$ cat src/rtl/pdial_pkg.sv
package pdial_pkg;

    typedef enum logic [2:0] {
        S_IDLE,
        S_BREAK,
        S_MAKE,
        S_GAP,
        S_FLASH,
        S_HOLD
    } dial_state_t;

    localparam logic [1:0] MODE_TONE = 2'b00;
    localparam logic [1:0] MODE_4060 = 2'b01;
    localparam logic [1:0] MODE_3367 = 2'b10;

    localparam logic [3:0] DIGIT_MAX = 4'd9;
    localparam logic [3:0] ZERO_PULSES = 4'd10;

endpackage

$ cat src/rtl/pdial_timer.sv
module pdial_timer #(
    parameter int CNT_W = 11
) (
    input  logic             clk,
    input  logic             rst_n,
    input  logic             tick,
    input  logic             load,
    input  logic [CNT_W-1:0] load_val,
    output logic             expire
);

    logic [CNT_W-1:0] cnt_q;

    always_ff @(posedge clk or negedge rst_n) begin
        if (!rst_n) begin
            cnt_q <= '0;
        end else if (load) begin
            cnt_q <= load_val;
        end else if (tick && cnt_q != '0) begin
            cnt_q <= cnt_q - 1'b1;
        end
    end

    assign expire = tick && (cnt_q == CNT_W'(1));

    // each tick removes exactly one unit of remaining time
    a_r2_timer_step: assert property (@(posedge clk) disable iff (!rst_n)
        (!load && tick && cnt_q != '0) |=> (cnt_q == $past(cnt_q) - 1'b1));

    // without a tick the remaining time does not move
    a_r2_timer_hold: assert property (@(posedge clk) disable iff (!rst_n)
        (!load && !tick) |=> $stable(cnt_q));

endmodule

$ cat src/rtl/pdial_ratio.sv
module pdial_ratio
    import pdial_pkg::*;
#(
    parameter int SLOW_PERIOD = 100,
    parameter int CNT_W       = 11
) (
    input  logic             clk,
    input  logic             rst_n,
    input  logic [1:0]       mode_sel,
    input  logic             rate_fast,
    output logic [CNT_W-1:0] brk_len,
    output logic [CNT_W-1:0] mk_len,
    output logic             is_tone
);

    localparam int FAST_PERIOD = SLOW_PERIOD / 2;

    logic [CNT_W-1:0] period;

    always_comb begin
        period  = rate_fast ? CNT_W'(FAST_PERIOD) : CNT_W'(SLOW_PERIOD);
        is_tone = (mode_sel == MODE_TONE);
        if (mode_sel == MODE_4060) begin
            brk_len = CNT_W'((period * CNT_W'(3)) / CNT_W'(5));
        end else begin
            brk_len = CNT_W'((period * CNT_W'(2) + CNT_W'(1)) / CNT_W'(3));
        end
        mk_len = period - brk_len;
    end

    // in every pulse mode the open interval outlasts the closed one
    a_r4_break_longer: assert property (@(posedge clk) disable iff (!rst_n)
        !is_tone |-> (brk_len > mk_len && mk_len != '0));

endmodule

$ cat src/rtl/pulse_dialer.sv
module pulse_dialer
    import pdial_pkg::*;
#(
    parameter int SLOW_PERIOD = 100,
    parameter int GAP_LEN     = 800,
    parameter int HOLD_LEN    = 300,
    parameter int FLASH_LEN0  = 73,
    parameter int FLASH_LEN1  = 100,
    parameter int FLASH_LEN2  = 300,
    parameter int FLASH_LEN3  = 600
) (
    input  logic       clk,
    input  logic       rst_n,
    input  logic       tick_1k,
    input  logic       rate_fast,
    input  logic [1:0] mode_sel,
    input  logic       digit_valid,
    input  logic [3:0] digit,
    output logic       digit_ready,
    input  logic       flash_req,
    input  logic [1:0] flash_sel,
    input  logic       off_hook_trig,
    output logic       dp_pull,
    output logic       mute_pull
);

    localparam int CNT_W = $clog2(GAP_LEN + HOLD_LEN + FLASH_LEN3 + 3 * SLOW_PERIOD) + 1;

    dial_state_t      state_q, state_d;
    logic [3:0]       left_q, left_d;
    logic [CNT_W-1:0] brk_q, brk_d;
    logic [CNT_W-1:0] mk_q, mk_d;
    logic             tmr_load;
    logic [CNT_W-1:0] tmr_val;
    logic             tmr_expire;
    logic [CNT_W-1:0] rat_brk, rat_mk;
    logic             rat_tone;
    logic [CNT_W-1:0] flash_len;

    pdial_ratio #(
        .SLOW_PERIOD(SLOW_PERIOD),
        .CNT_W      (CNT_W)
    ) u_ratio (
        .clk      (clk),
        .rst_n    (rst_n),
        .mode_sel (mode_sel),
        .rate_fast(rate_fast),
        .brk_len  (rat_brk),
        .mk_len   (rat_mk),
        .is_tone  (rat_tone)
    );

    pdial_timer #(
        .CNT_W(CNT_W)
    ) u_timer (
        .clk     (clk),
        .rst_n   (rst_n),
        .tick    (tick_1k),
        .load    (tmr_load),
        .load_val(tmr_val),
        .expire  (tmr_expire)
    );

    always_comb begin
        unique case (flash_sel)
            2'b00:   flash_len = CNT_W'(FLASH_LEN0);
            2'b01:   flash_len = CNT_W'(FLASH_LEN1);
            2'b10:   flash_len = CNT_W'(FLASH_LEN2);
            default: flash_len = CNT_W'(FLASH_LEN3);
        endcase
    end

    // state register
    always_ff @(posedge clk or negedge rst_n) begin
        if (!rst_n) begin
            state_q <= S_IDLE;
            left_q  <= '0;
            brk_q   <= '0;
            mk_q    <= '0;
        end else begin
            state_q <= state_d;
            left_q  <= left_d;
            brk_q   <= brk_d;
            mk_q    <= mk_d;
        end
    end

    // next state
    always_comb begin
        state_d  = state_q;
        left_d   = left_q;
        brk_d    = brk_q;
        mk_d     = mk_q;
        tmr_load = 1'b0;
        tmr_val  = '0;
        unique case (state_q)
            S_IDLE: begin
                if (off_hook_trig) begin
                    state_d  = S_HOLD;
                    tmr_load = 1'b1;
                    tmr_val  = CNT_W'(HOLD_LEN);
                end else if (flash_req) begin
                    state_d  = S_FLASH;
                    tmr_load = 1'b1;
                    tmr_val  = flash_len;
                end else if (digit_valid && !rat_tone && digit <= DIGIT_MAX) begin
                    state_d  = S_BREAK;
                    left_d   = (digit == 4'd0) ? ZERO_PULSES : digit;
                    brk_d    = rat_brk;
                    mk_d     = rat_mk;
                    tmr_load = 1'b1;
                    tmr_val  = rat_brk;
                end
            end
            S_BREAK: begin
                if (tmr_expire) begin
                    left_d   = left_q - 1'b1;
                    tmr_load = 1'b1;
                    if (left_q == 4'd1) begin
                        state_d = S_GAP;
                        tmr_val = CNT_W'(GAP_LEN);
                    end else begin
                        state_d = S_MAKE;
                        tmr_val = mk_q;
                    end
                end
            end
            S_MAKE: begin
                if (tmr_expire) begin
                    state_d  = S_BREAK;
                    tmr_load = 1'b1;
                    tmr_val  = brk_q;
                end
            end
            S_GAP, S_FLASH, S_HOLD: begin
                if (tmr_expire) begin
                    state_d = S_IDLE;
                end
            end
            default: state_d = S_IDLE;
        endcase
    end

    // outputs
    always_comb begin
        dp_pull     = (state_q == S_BREAK) || (state_q == S_FLASH) || (state_q == S_HOLD);
        mute_pull   = (state_q == S_BREAK) || (state_q == S_MAKE) || (state_q == S_GAP);
        digit_ready = (state_q == S_IDLE) && !off_hook_trig && !flash_req;
    end

    // break count stays within one digit's worth
    a_r1_count_range: assert property (@(posedge clk) disable iff (!rst_n)
        (state_q == S_BREAK) |-> (left_q >= 4'd1 && left_q <= ZERO_PULSES));

    // the last break leads into the gap
    a_r1_last_to_gap: assert property (@(posedge clk) disable iff (!rst_n)
        (state_q == S_BREAK && tmr_expire && left_q == 4'd1) |=> (state_q == S_GAP));

    // a digit in tone mode leaves the machine idle
    a_r5_tone_silent: assert property (@(posedge clk) disable iff (!rst_n)
        (state_q == S_IDLE && digit_valid && mode_sel == MODE_TONE
         && !flash_req && !off_hook_trig) |=> (state_q == S_IDLE && !dp_pull));

    // the gap returns to idle once its time runs out
    a_r6_gap_ends: assert property (@(posedge clk) disable iff (!rst_n)
        (state_q == S_GAP && tmr_expire) |=> (state_q == S_IDLE));

    // the hold trigger wins over every other request
    a_r10_hold_first: assert property (@(posedge clk) disable iff (!rst_n)
        (state_q == S_IDLE && off_hook_trig) |=> (state_q == S_HOLD));

    // captured timing is fixed while the digit is in progress
    a_r11_latched: assert property (@(posedge clk) disable iff (!rst_n)
        (state_q == S_MAKE) |=> ($stable(brk_q) && $stable(mk_q)));

endmodule

$ cat config.mk
export PLATFORM = sky130hd
export DESIGN_NAME = pulse_dialer
export DESIGN_NICKNAME = d
export VERILOG_FILES = /design/src/rtl/pdial_pkg.sv /design/src/rtl/pdial_timer.sv /design/src/rtl/pdial_ratio.sv /design/src/rtl/pulse_dialer.sv
export SDC_FILE = /design/constraint.sdc
export NUM_CORES = 1
export LEC_CHECK = 0
export BUFFER_PORTS_ARGS = -buffer_cell sky130_fd_sc_hd__clkbuf_2
export CORE_AREA = 5 5 70 72
export CTS_CLUSTER_DIAMETER = 40
export DETAILED_ROUTE_END_ITERATION = 6
export DIE_AREA = 0 0 75 77
export HOLD_SLACK_MARGIN = 0.02
export PLACE_DENSITY = 0.74
export SYNTH_ARGS = -nofsm -noshare
export SYNTH_HDL_FRONTEND = slang
export SYNTH_SLANG_ARGS = --single-unit
export TNS_END_PERCENT = 50
$ cat constraint.sdc
create_clock -name clk -period 1.8 [get_ports clk]
set_clock_uncertainty 0.15 [all_clocks]
set_input_delay 0.54 -clock clk [delete_from_list [all_inputs] [get_ports clk]]
set_output_delay 0.54 -clock clk [all_outputs]
set_load 0.02 [all_outputs]
==> results.toml, run 1 <==
[setup_path]
worstPathRequired_ns = 1.86
rr_worst_depth = 7
start_kind = "flop"
cp_max_fo = 4
path_cells = "nor4_4 -> nand4_4 -> a21o_1 -> a21oi_4 -> buf_4 -> a2bb2oi_2 -> a2bb2oi_2"
cp_common_cell = "a2bb2oi_2"
r2r_start = "u_timer.cnt_q[11]"
regToRegSetupSlack_ns = -0.28
worstSetupPathType = "reg -> reg"
arrival_ns = 2.14
critPathBufInv = 1
end_kind = "flop"
cp_slowest_stage_delay_ns = 0.41
slowest_stage = "dfrtp_1"
cp_top_family = "compound AO/OA/AOI/OAI gates"
r2r-end = "u_timer.cnt_q[11]"

[cells_and_area]
fin_nets = 377
area_growth_pct = 50.1
diodes = 0
drive_gt1_share_pct = 42.7
fill_cells = 290
final_cell_area_mm2 = 0.00326

[clock_network]
root_buffer = "clkbuf_8"
postCtsHoldBufs = 0
cts_buffers = 5
cts.clk_slew.worst_paths_ns = 0.06
cts.sinks = 33
clock_path_buffers = 2
cts_tree = "done"
clock_latency_ns = 0.28
htreeDepth = 2

[sta]
setup_viol = 20
hold-worst-slack_ns = 0.0278
tns_ns = -3.36
max_freq_ghz = 0.481
tightest_slew_ns = 0.417
fin_crit_ns = 2.08
slew_viol_final = 0
hold_violations = 0
setup_ws_ns = -0.279
rsz0062_at_grt = "yes"
max-slew-margin-rel_pct = 72.2
fin_crit_sh_pct = 116

[detailed_routing]
drtIter0Drc = 114
via_per_inst = 5.69
routed_wl_um = 6330
vias = 2272
remaining_drc_errors = 0
dr.pass1.iters = 7
post_drt_wl_per_cell_um = 15.9
final_antenna_net_count = 0

[logic_synthesis]
synth-main-ff-cell = "dfrtp_1"
synth_xor_area_share_pct = 4.04
syn_inst = 245
synth_warnings = 0
synthMuxAreaShare_pct = 0
synthAdderAreaFrac_pct = 8.65
synthArstFlopShare_pct = 100
synth_fp_nets = 275
yosysSeqAreaShare_pct = 38.1
synth_top_family_by_area = "simple AND/OR/NAND/NOR gates"
synth_edf_count = 0
netlist_area_mm2 = 0.00217
avgSynthCellArea_um2 = 8.86
synth_compound_area_share_pct = 21.5
ys_ff_latch = 33
yosys.area_share.simple_pct = 22.9
yosys.cell_types.count = 51

[die]
die_area_mm2 = 0.00578
die_y_um = 77
fp.coreArea_mm2 = 0.00423
fp.dieW_um = 75
ioPinCount = 18
rows = 24
start_util_pct = 51.2

[placed_design]
gp_congestion = 0.855
dpl.hpwl_um = 4630
port-buffer-count = 17
placed_cell_area_mm2 = 0.00288

[worst_hold_path]
hold_class = "in -> async"

[status]
status = "finished with violations"
violations = "setup timing"

[grt]
grt_pass1_wl_um = 10300
grt_max_degree = 16
antenna_found_initial = 0
grt_pass1_vias = 2267
grt_usage_pct = 23.3
grt.overflow.total = 0

[pwr]
ir_drop_v = 0.000673
p_leak_nw = 1.59
finalPower_mw = 2.97
power_density_mw_per_mm2 = 912

[run]
drv_cap = 0
## logic make-up (layout without fill, tap and decap cells)
| group | Yosys count | count (layout) |
|---|---|---|
| simple gates | 99 | 99 |
| compound gates | 65 | 65 |
| flops | 33 | 33 |
| buf+inv | 23 | 125 |
| fa+ha+maj | 15 | 15 |
| xor+xnor | 10 | 10 |
## state kept, by name, indices dropped and copies added (netlist names)
register       flops
u_timer.cnt_q     12
mk_q               9
brk_q              5
left_q             4
state_q            3
## Yosys cell counts, types with 2 or more instances
library cell	count	area, um^2
o21a_1	3	22.5
a21o_1	3	22.5
a211oi_1	4	30.0
dfrtp_1	33	826
xnor2_1	6	52.6
inv_1	13	48.8
nor2_1	21	78.8
o22ai_1	5	31.3
clkbuf_1	4	15.0
o31ai_1	2	15.0
nand2b_1	3	18.8
ha_1	15	188
nor3_1	15	75.1
or2_2	3	18.8
and2_1	7	43.8
a21oi_1	4	20.0
o2111ai_1	3	26.3
buf_2	4	20.0
o21ai_0	17	85.1
o311a_1	2	20.0
buf_6	2	22.5
o221ai_1	3	26.3
xor2_1	4	35.0
nor3b_1	3	22.5
nand2_1	33	124
nand3_1	2	10.0
a31oi_1	5	31.3
nand4_1	2	12.5
o22a_1	2	17.5
## power by group
part           switching, mW  internal (mW)  leakage (nW)
combinational          0.660          0.764          1.13
clock                  0.246          0.303        0.0443
sequential             0.118          0.878         0.421
## stage by stage
step,setup slack (ns),std cells,utilization (%)
3_5_place_dp,-0.355,381,68.1
3_3_place_gp,-0.268,381,68.1
6_report,-0.279,399,76.9
5_1_grt,-0.365,399,76.9
4_1_cts,-0.240,397,74.2
2_1_floorplan,-0.115,245,-
## cell usage in the layout, fill, tap and decap left out, types with 3 or more instances in the layout
master | netlist | routed
a211oi_1 | 4 | 3
a21o_1 | 3 | 3
a21oi_1 | 4 | 3
a31oi_1 | 5 | 5
and2_1 | 7 | 5
buf_4 | 0 | 77
buf_6 | 2 | 11
clkbuf_2 | 0 | 14
clkbuf_8 | 0 | 6
dfrtp_1 | 33 | 33
ha_1 | 15 | 15
inv_1 | 13 | 12
nand2_1 | 33 | 31
nand2b_1 | 3 | 3
nor2_1 | 21 | 16
nor2_4 | 0 | 3
nor3_1 | 15 | 12
nor3_2 | 1 | 3
o21a_1 | 3 | 3
o21ai_0 | 17 | 12
o21ai_1 | 0 | 4
o22ai_1 | 5 | 5
xnor2_1 | 6 | 6
## per-layer routing
| layer | GRT usage (%) | up-vias | part of all wire [%] |
|---|---|---|---|
| met3 | 4.18 | 16 | 3.7 |
| met1 | 28.0 | 1123 | 41 |
| met2 | 39.9 | 48 | 53 |
| li1 | - | 1085 | - |
| met4 | 9.43 | 0 | 2.7 |
| met5 | 0 | - | 0 |
## how the worst max path moves through the flow
stage / start / endpoint / slack (ns) / cells after the start
after floorplan: u_timer.cnt_q[9] / u_timer.cnt_q[10] / -0.12 / 7
after global placement: mode_sel[1] / u_timer.cnt_q[10] / -0.27 / 7
after detailed placement: digit[1] / u_timer.cnt_q[11] / -0.35 / 8
after CTS: u_timer.cnt_q[8] / u_timer.cnt_q[11] / -0.24 / 7
after global routing: u_timer.cnt_q[11] / u_timer.cnt_q[11] / -0.36 / 7
final: u_timer.cnt_q[11] / u_timer.cnt_q[11] / -0.28 / 7
## repair_timing
item                       4_1_cts  5_1_grt
resized for setup               24       29
pin swaps                       11       17
hold endpoints to repair         0        0
buffers inserted                10        2
setup endpoints to repair       20       27
## area by class of cell
| class | instances | area [um^2] | share of cell area, % |
|---|---|---|---|
| well taps | 52 | 65.1 | 2.00 |
| clock buffers | 7 | 86.3 | 2.65 |
| flip-flops and latches | 33 | 826 | 25.4 |
| multi-input cells | 189 | 1420 | 43.6 |
| inverters | 13 | 48.8 | 1.50 |
| repair buffers | 105 | 812 | 24.9 |
Power figures use the tool's default switching activity.
==> inputs of run 2 (changes only) <==
--- a/config.mk
+++ b/config.mk
@@ -6,12 +6,13 @@
 export NUM_CORES = 1
 export LEC_CHECK = 0
 export BUFFER_PORTS_ARGS = -buffer_cell sky130_fd_sc_hd__clkbuf_2
-export CORE_AREA = 5 5 70 72
+export CORE_AREA = 5 5 68 70
 export CTS_CLUSTER_DIAMETER = 40
 export DETAILED_ROUTE_END_ITERATION = 6
-export DIE_AREA = 0 0 75 77
+export DIE_AREA = 0 0 73 75
+export GPL_TIMING_DRIVEN = 0
 export HOLD_SLACK_MARGIN = 0.02
-export PLACE_DENSITY = 0.74
+export PLACE_DENSITY = 0.75
 export SYNTH_ARGS = -nofsm -noshare
 export SYNTH_HDL_FRONTEND = slang
 export SYNTH_SLANG_ARGS = --single-unit
==> constraint.sdc (replaced) <==
create_clock -name clk -period 2.1 [get_ports clk]
set_clock_uncertainty 0.15 [all_clocks]
set_input_delay 0.63 -clock clk [delete_from_list [all_inputs] [get_ports clk]]
set_output_delay 0.63 -clock clk [all_outputs]
set_load 0.02 [all_outputs]
==> run 2 against run 1 <==
- the flow now finishes without violations
- sequential cell count is the same
- core utilization shrank 9.6 points
- first-iteration DRC count fell by 28%
- fmax is 0.48% lower
- largest cell class unchanged
- combinational power fell by 49%
==> results.toml, run 2 (synthesis gave the netlist of run 1 again) <==
[setup_path]
end_kind = "flop"
cp_max_fo = 4
r2r-end = "u_timer.cnt_q[11]"
start_kind = "flop"
worstSetupPathType = "reg -> reg"
worstPathRequired_ns = 2.16
rr_worst_depth = 7
regToRegSetupSlack_ns = 0.01
arrival_ns = 2.15
r2r_start = "u_timer.cnt_q[11]"

[cells_and_area]
fin_nets = 309
drive_gt1_share_pct = 24.3
layout_common_cells = "32 x nand2_1, 30 x dfrtp_1, 18 x nor2_1"
largest_reg_flops = 12
fin_util_pct = 67.4
diodes = 0
reg_top3 = "u_timer.cnt_q (12), mk_q (9), brk_q (5)"
largest_register = "u_timer.cnt_q"
area_growth_pct = 21.5
final_cells = 330
final_common_cell = "nand2_1"
final_cell_area_mm2 = 0.00264

[sta]
rsz0062_at_grt = "yes"
fin_crit_ns = 2.09
max_freq_ghz = 0.479
tns_ns = 0
max-slew-margin-rel_pct = 43.4
setup_viol = 0
setup_ws_ns = 0.0107
tightest_slew_ns = 0.849
hold_violations = 0
fin_crit_sh_pct = 99.5
slew_viol_final = 0

[grt]
grt_pass1_wl_um = 8760
grt_max_degree = 34
grt_usage_pct = 20.8
antenna_found_initial = 0
grt_pass1_vias = 1860
grt.overflow.total = 0

[detailed_routing]
vias = 1949
routed_wl_um = 5220
dr.pass1.iters = 4
post_drt_wl_per_cell_um = 15.8
remaining_drc_errors = 0
via_per_inst = 5.91
drtIter0Drc = 82
final_antenna_net_count = 0

[placed_design]
post-place-cells = 311
post-place-ws_ns = -0.223
gp_congestion = 0.870
dpl.hpwl_um = 3690
port-buffer-count = 16
placed_cell_area_mm2 = 0.00231

[die]
fp.coreArea_mm2 = 0.00391
start_util_pct = 55.4
rows = 23
die_y_um = 75
die_area_mm2 = 0.00548
ioPinCount = 18
fp.dieW_um = 73

[pwr]
seqPwrFrac_pct = 40.9
p_comb_share_pct = 31.6
p_clk_share_pct = 27.5
power_density_mw_per_mm2 = 864
power_switching_uw = 795
p_leak_nw = 1.22
switching_share_pct = 34.9
ir_drop_v = 0.000415
p_int_mw = 1.48

[clock_network]
cts.clk_slew.worst_paths_ns = 0.07
clock_latency_ns = 0.29
cts.sinks = 33
cts_tree = "done"
clock_path_buffers = 2
htreeDepth = 2
cts_buffers = 5
root_buffer = "clkbuf_8"

[worst_hold_path]
hold_class = "in -> async"

[run]
drv_cap = 0

[status]
status = "completed"
run 2: stage by stage:
stage | power, mW | hold slack (ns)
detailed placement | 1.51 | 0.317
global placement | 1.47 | 0.310
CTS | 2.19 | 0.306
floorplan | 1.33 | 0.184
global route | 2.41 | 0.340
finish | 2.28 | 0.283
run 2: power groups by stage:
| stage | Sequential [mW] | Clock, mW | Combinational [mW] |
|---|---|---|---|
| 3_5_place_dp | 0.904 | 0 | 0.603 |
| 2_1_floorplan | 0.871 | 0 | 0.456 |
| 6_report | 0.931 | 0.627 | 0.721 |
| 3_3_place_gp | 0.891 | 0 | 0.583 |
| 5_1_grt | 0.949 | 0.658 | 0.805 |
| 4_1_cts | 0.922 | 0.631 | 0.641 |
run 2: worst max-delay path by stage:
stage,startpoint,endpoint,slack [ns]
3_5_place_dp,left_q[1],u_timer.cnt_q[1],-0.22
2_1_floorplan,mode_sel[1],u_timer.cnt_q[9],0.02
4_1_cts,u_timer.cnt_q[9],u_timer.cnt_q[1],0.002
6_report,u_timer.cnt_q[11],u_timer.cnt_q[11],0.01
5_1_grt,u_timer.cnt_q[11],u_timer.cnt_q[11],-0.08
3_3_place_gp,left_q[1],u_timer.cnt_q[1],-0.17
run 2: critical path, stage by stage, from the launching register on:
cell       delay, ns
dfrtp_1         0.43
nor4_4          0.39
nand4_4         0.20
a21o_1          0.23
a21oi_4         0.19
buf_6           0.14
a2bb2oi_2       0.13
a2bb2oi_1       0.16
run 2: layout make-up:
type                            count  area, um^2
Clock buffer                        7        86.3
Fill cell                         343        1280
Inverter                           13        48.8
Sequential cell                    33         830
Multi-Input combinational cell    189        1330
Timing Repair Buffer               27         180
Buffer                             10        73.8
Clock inverter                      1        30.0
Tap cell                           50        62.6
run 2: what timing repair did:
| action | 4_1_cts | 5_1_grt |
|---|---|---|
| buffers inserted | 3 | 7 |
| gates cloned | 0 | 1 |
| pin swaps | 6 | 4 |
| setup endpoints to repair | 16 | 16 |
| hold buffers | 0 | 0 |
| hold endpoints to repair | 0 | 0 |
| resized for setup | 18 | 20 |
run 2: per-layer routing:
layer / wire length [um] / track usage, %
met5: 0 / 0
met4: 59 / 6.56
met3: 255 / 4.54
met2: 2540 / 33.8
met1: 2370 / 27.7
==> inputs of run 3 (changes only) <==
--- a/config.mk
+++ b/config.mk
@@ -6,14 +6,15 @@
 export NUM_CORES = 1
 export LEC_CHECK = 0
 export BUFFER_PORTS_ARGS = -buffer_cell sky130_fd_sc_hd__clkbuf_2
-export CORE_AREA = 5 5 68 70
+export CORE_AREA = 5 5 77 79
 export CTS_CLUSTER_DIAMETER = 40
 export DETAILED_ROUTE_END_ITERATION = 6
-export DIE_AREA = 0 0 73 75
+export DIE_AREA = 0 0 82 84
 export GPL_TIMING_DRIVEN = 0
 export HOLD_SLACK_MARGIN = 0.02
-export PLACE_DENSITY = 0.75
+export PLACE_DENSITY = 0.76
 export SYNTH_ARGS = -nofsm -noshare
 export SYNTH_HDL_FRONTEND = slang
+export SYNTH_HIERARCHICAL = 1
 export SYNTH_SLANG_ARGS = --single-unit
 export TNS_END_PERCENT = 50
==> run 3 against run 2 <==
- the run now ends with setup timing left
- synthesized cell count grew 22%
- non-clock buffer count grew 31
- critical path depth stayed put
- highest routed layer unchanged
==> results.toml, run 3 <==
[die]
ioPinCount = 18
fp.coreArea_mm2 = 0.00527
rows = 27
die_area_mm2 = 0.00689
die_y_um = 84
fp.dieW_um = 82
start_util_pct = 55.3

[sta]
tightest_slew_ns = 1.11
rsz0062_at_grt = "yes"
slew_viol_final = 0
setup_viol = 14
hold-worst-slack_ns = 0.361
tns_ns = -2.78
setup_ws_ns = -0.292
max-slew-margin-rel_pct = 25.8
fin_crit_ns = 2.39
max_freq_ghz = 0.418
hold_violations = 0
fin_crit_sh_pct = 114

[grt]
grt_usage_pct = 21.0
grt.overflow.total = 0
grt_pass1_vias = 2295
antenna_found_initial = 0
grt_pass1_wl_um = 11400
grt_max_degree = 44

[pwr]
power_density_mw_per_mm2 = 847
seqPwrFrac_pct = 42.1
switching_share_pct = 37.9
p_comb_share_pct = 40.6
power_switching_mw = 1.17
finalPower_mw = 3.08
p_int_mw = 1.91
p_leak_nw = 1.67
p_clk_share_pct = 17.3
ir_drop_v = 0.000533

[detailed_routing]
routed_wl_um = 7140
via_per_inst = 5.80
dr.pass1.iters = 4
remaining_drc_errors = 0
vias = 2466
drtIter0Drc = 148
post_drt_wl_per_cell_um = 16.8
final_antenna_net_count = 0

[clock_network]
htreeDepth = 2
cts.sinks = 43
clock_latency_ns = 0.30
postCtsHoldBufs = 0
clock_path_buffers = 2
cts.clk_slew.worst_paths_ns = 0.09
root_buffer = "clkbuf_8"
cts_tree = "done"
cts_buffers = 5

[cells_and_area]
fill_cells = 406
layout_common_cells = "41 x dfrtp_1, 32 x buf_4, 24 x mux2_2"
drive_gt1_share_pct = 40.5
final_cell_area_mm2 = 0.00363
final_common_cell = "dfrtp_1"
diodes = 0
fin_nets = 382
seqCellArea_mm2 = 0.00108
multi_input_comb_area_mm2 = 0.00177
area_growth_pct = 24.6
reg_top3 = "brk_q (12), mk_q (12), u_timer/cnt_q (12)"

[status]
status = "finished with violations"
violations = "setup timing"

[setup_path]
regToRegSetupSlack_ns = -0.29
cp-startpoint = "u_timer/cnt_q[8]"
worstPathRequired_ns = 2.14
r2r-end = "u_timer/cnt_q[8]"
cp_slowest_stage_delay_ns = 0.56
worstSetupPathType = "reg -> reg"
r2r_start = "u_timer/cnt_q[8]"
critPathBufInv = 2
end_kind = "flop"
endpoint = "u_timer/cnt_q[8]"
slowest_stage = "or4_4"
arrival_ns = 2.43
cp.depth = 7
start_kind = "flop"
cp_max_fo = 5
cp_top_family = "simple AND/OR/NAND/NOR gates"
rr_worst_depth = 7
path_cells = "or4_4 -> nor3_4 -> clkbuf_8 -> o21ai_4 -> a21oi_4 -> buf_8 -> mux2_4"

[logic_synthesis]
netlist_area_mm2 = 0.00292
synth_top_area_cell = "dfrtp_1"
synth_warnings = 6
syn_inst = 299
yosysTopAreaCellShare_pct = 36.9
synth_edf_count = 0
yosysSeqAreaShare_pct = 36.9
synthTopCellsByArea = "dfrtp_1 37%, mux2_2 10%, ha_1 6.4%"
avgSynthCellArea_um2 = 9.75
synthTopCellsByCount = "43 x dfrtp_1, 26 x mux2_2, 16 x inv_1"
yosysMostFrequentCell = "dfrtp_1"
synthArstFlopShare_pct = 100
ys_ff_latch = 43
synth-main-ff-cell = "dfrtp_1"
yosys.cell_types.count = 58

[placed_design]
post-place-ws_ns = -0.702
dpl.hpwl_um = 4650
placed_cell_area_mm2 = 0.00317
gp_congestion = 0.878
port-buffer-count = 15

[run]
drv_cap = 0

[worst_hold_path]
hold_class = "reg -> reg"
## run 3: cell count changes after synthesis, sizes merged, moves of 9 or more
| cell | previous run | this run |
|---|---|---|
| buf | 6 | 22 |
| nor3 | 17 | 8 |
| mux2 | 0 | 26 |
| a22oi | 1 | 10 |
| a21oi | 5 | 15 |
| nand2 | 34 | 13 |
| dfrtp | 33 | 43 |
## run 3: worst register-to-register path, stage by stage, from the launching register on
cell and delay [ns]:
dfrtp_2 0.41, or4_4 0.56, nor3_4 0.25, clkbuf_8 0.18, o21ai_4 0.06, a21oi_4 0.21, buf_8 0.16, mux2_4 0.30
## run 3: routing by layer
metal | global-route usage (%) | share of wire, % | up-vias
met4 | 4.68 | 0.70 | 0
met1 | 30.9 | 46 | 1209
met5 | 0 | 0 | -
met2 | 31.2 | 48 | 73
li1 | - | - | 1178
met3 | 4.86 | 5.2 | 6
## run 3: logic make-up after synthesis
family	synth area share, %
buffers and inverters	8.88
multiplexers	10.7
XOR/XNOR	1.50
AND/OR/NAND/NOR	17.3
other	0.129
flip-flops	36.9
adder cells (fa/ha/maj)	6.44
AO/OA/AOI/OAI	18.2
## run 3: how the worst min path moves through the flow
| stage | end | start | depth (start not counted) |
|---|---|---|---|
| floorplan | brk_q[0] | rst_n | 0 |
| global placement | mk_q[0] | mk_q[0] | 1 |
| detailed placement | brk_q[10] | brk_q[10] | 1 |
| CTS | brk_q[10] | brk_q[10] | 1 |
| global route | brk_q[1] | brk_q[1] | 1 |
| finish | brk_q[10] | brk_q[10] | 1 |
## run 3: area by class of cell
cell class | instances | area share (%)
Buffer | 28 | 6.13
Multi-Input combinational cell | 217 | 48.8
Tap cell | 72 | 2.48
Sequential cell | 43 | 29.7
Timing Repair Buffer | 40 | 8.61
Inverter | 17 | 1.83
Clock inverter | 3 | 0.551
Clock buffer | 5 | 1.89
## run 3: power by group through the flow
stage / Clock [mW] / Combinational (mW) / Sequential, mW
2_1_floorplan: 0 / 0.804 / 1.25
3_3_place_gp: 0 / 0.970 / 1.30
3_5_place_dp: 0 / 0.997 / 1.31
4_1_cts: 0.550 / 1.18 / 1.29
5_1_grt: 0.585 / 1.36 / 1.33
6_report: 0.532 / 1.25 / 1.30
## run 3: timing repair
item | 4_1_cts | 5_1_grt
pin swaps | 5 | 11
endpoints found under the hold margin | 0 | 0
setup endpoints to repair | 19 | 37
gates resized for setup | 26 | 41
buffers inserted | 12 | 12
cloned | 1 | 2
## run 3: stage by stage
stage               utilization, %  std cells
floorplan                        -        309
global placement              60.1        396
detailed placement            60.1        396
CTS                           65.7        417
global route                  68.9        425
finish                        68.9        425
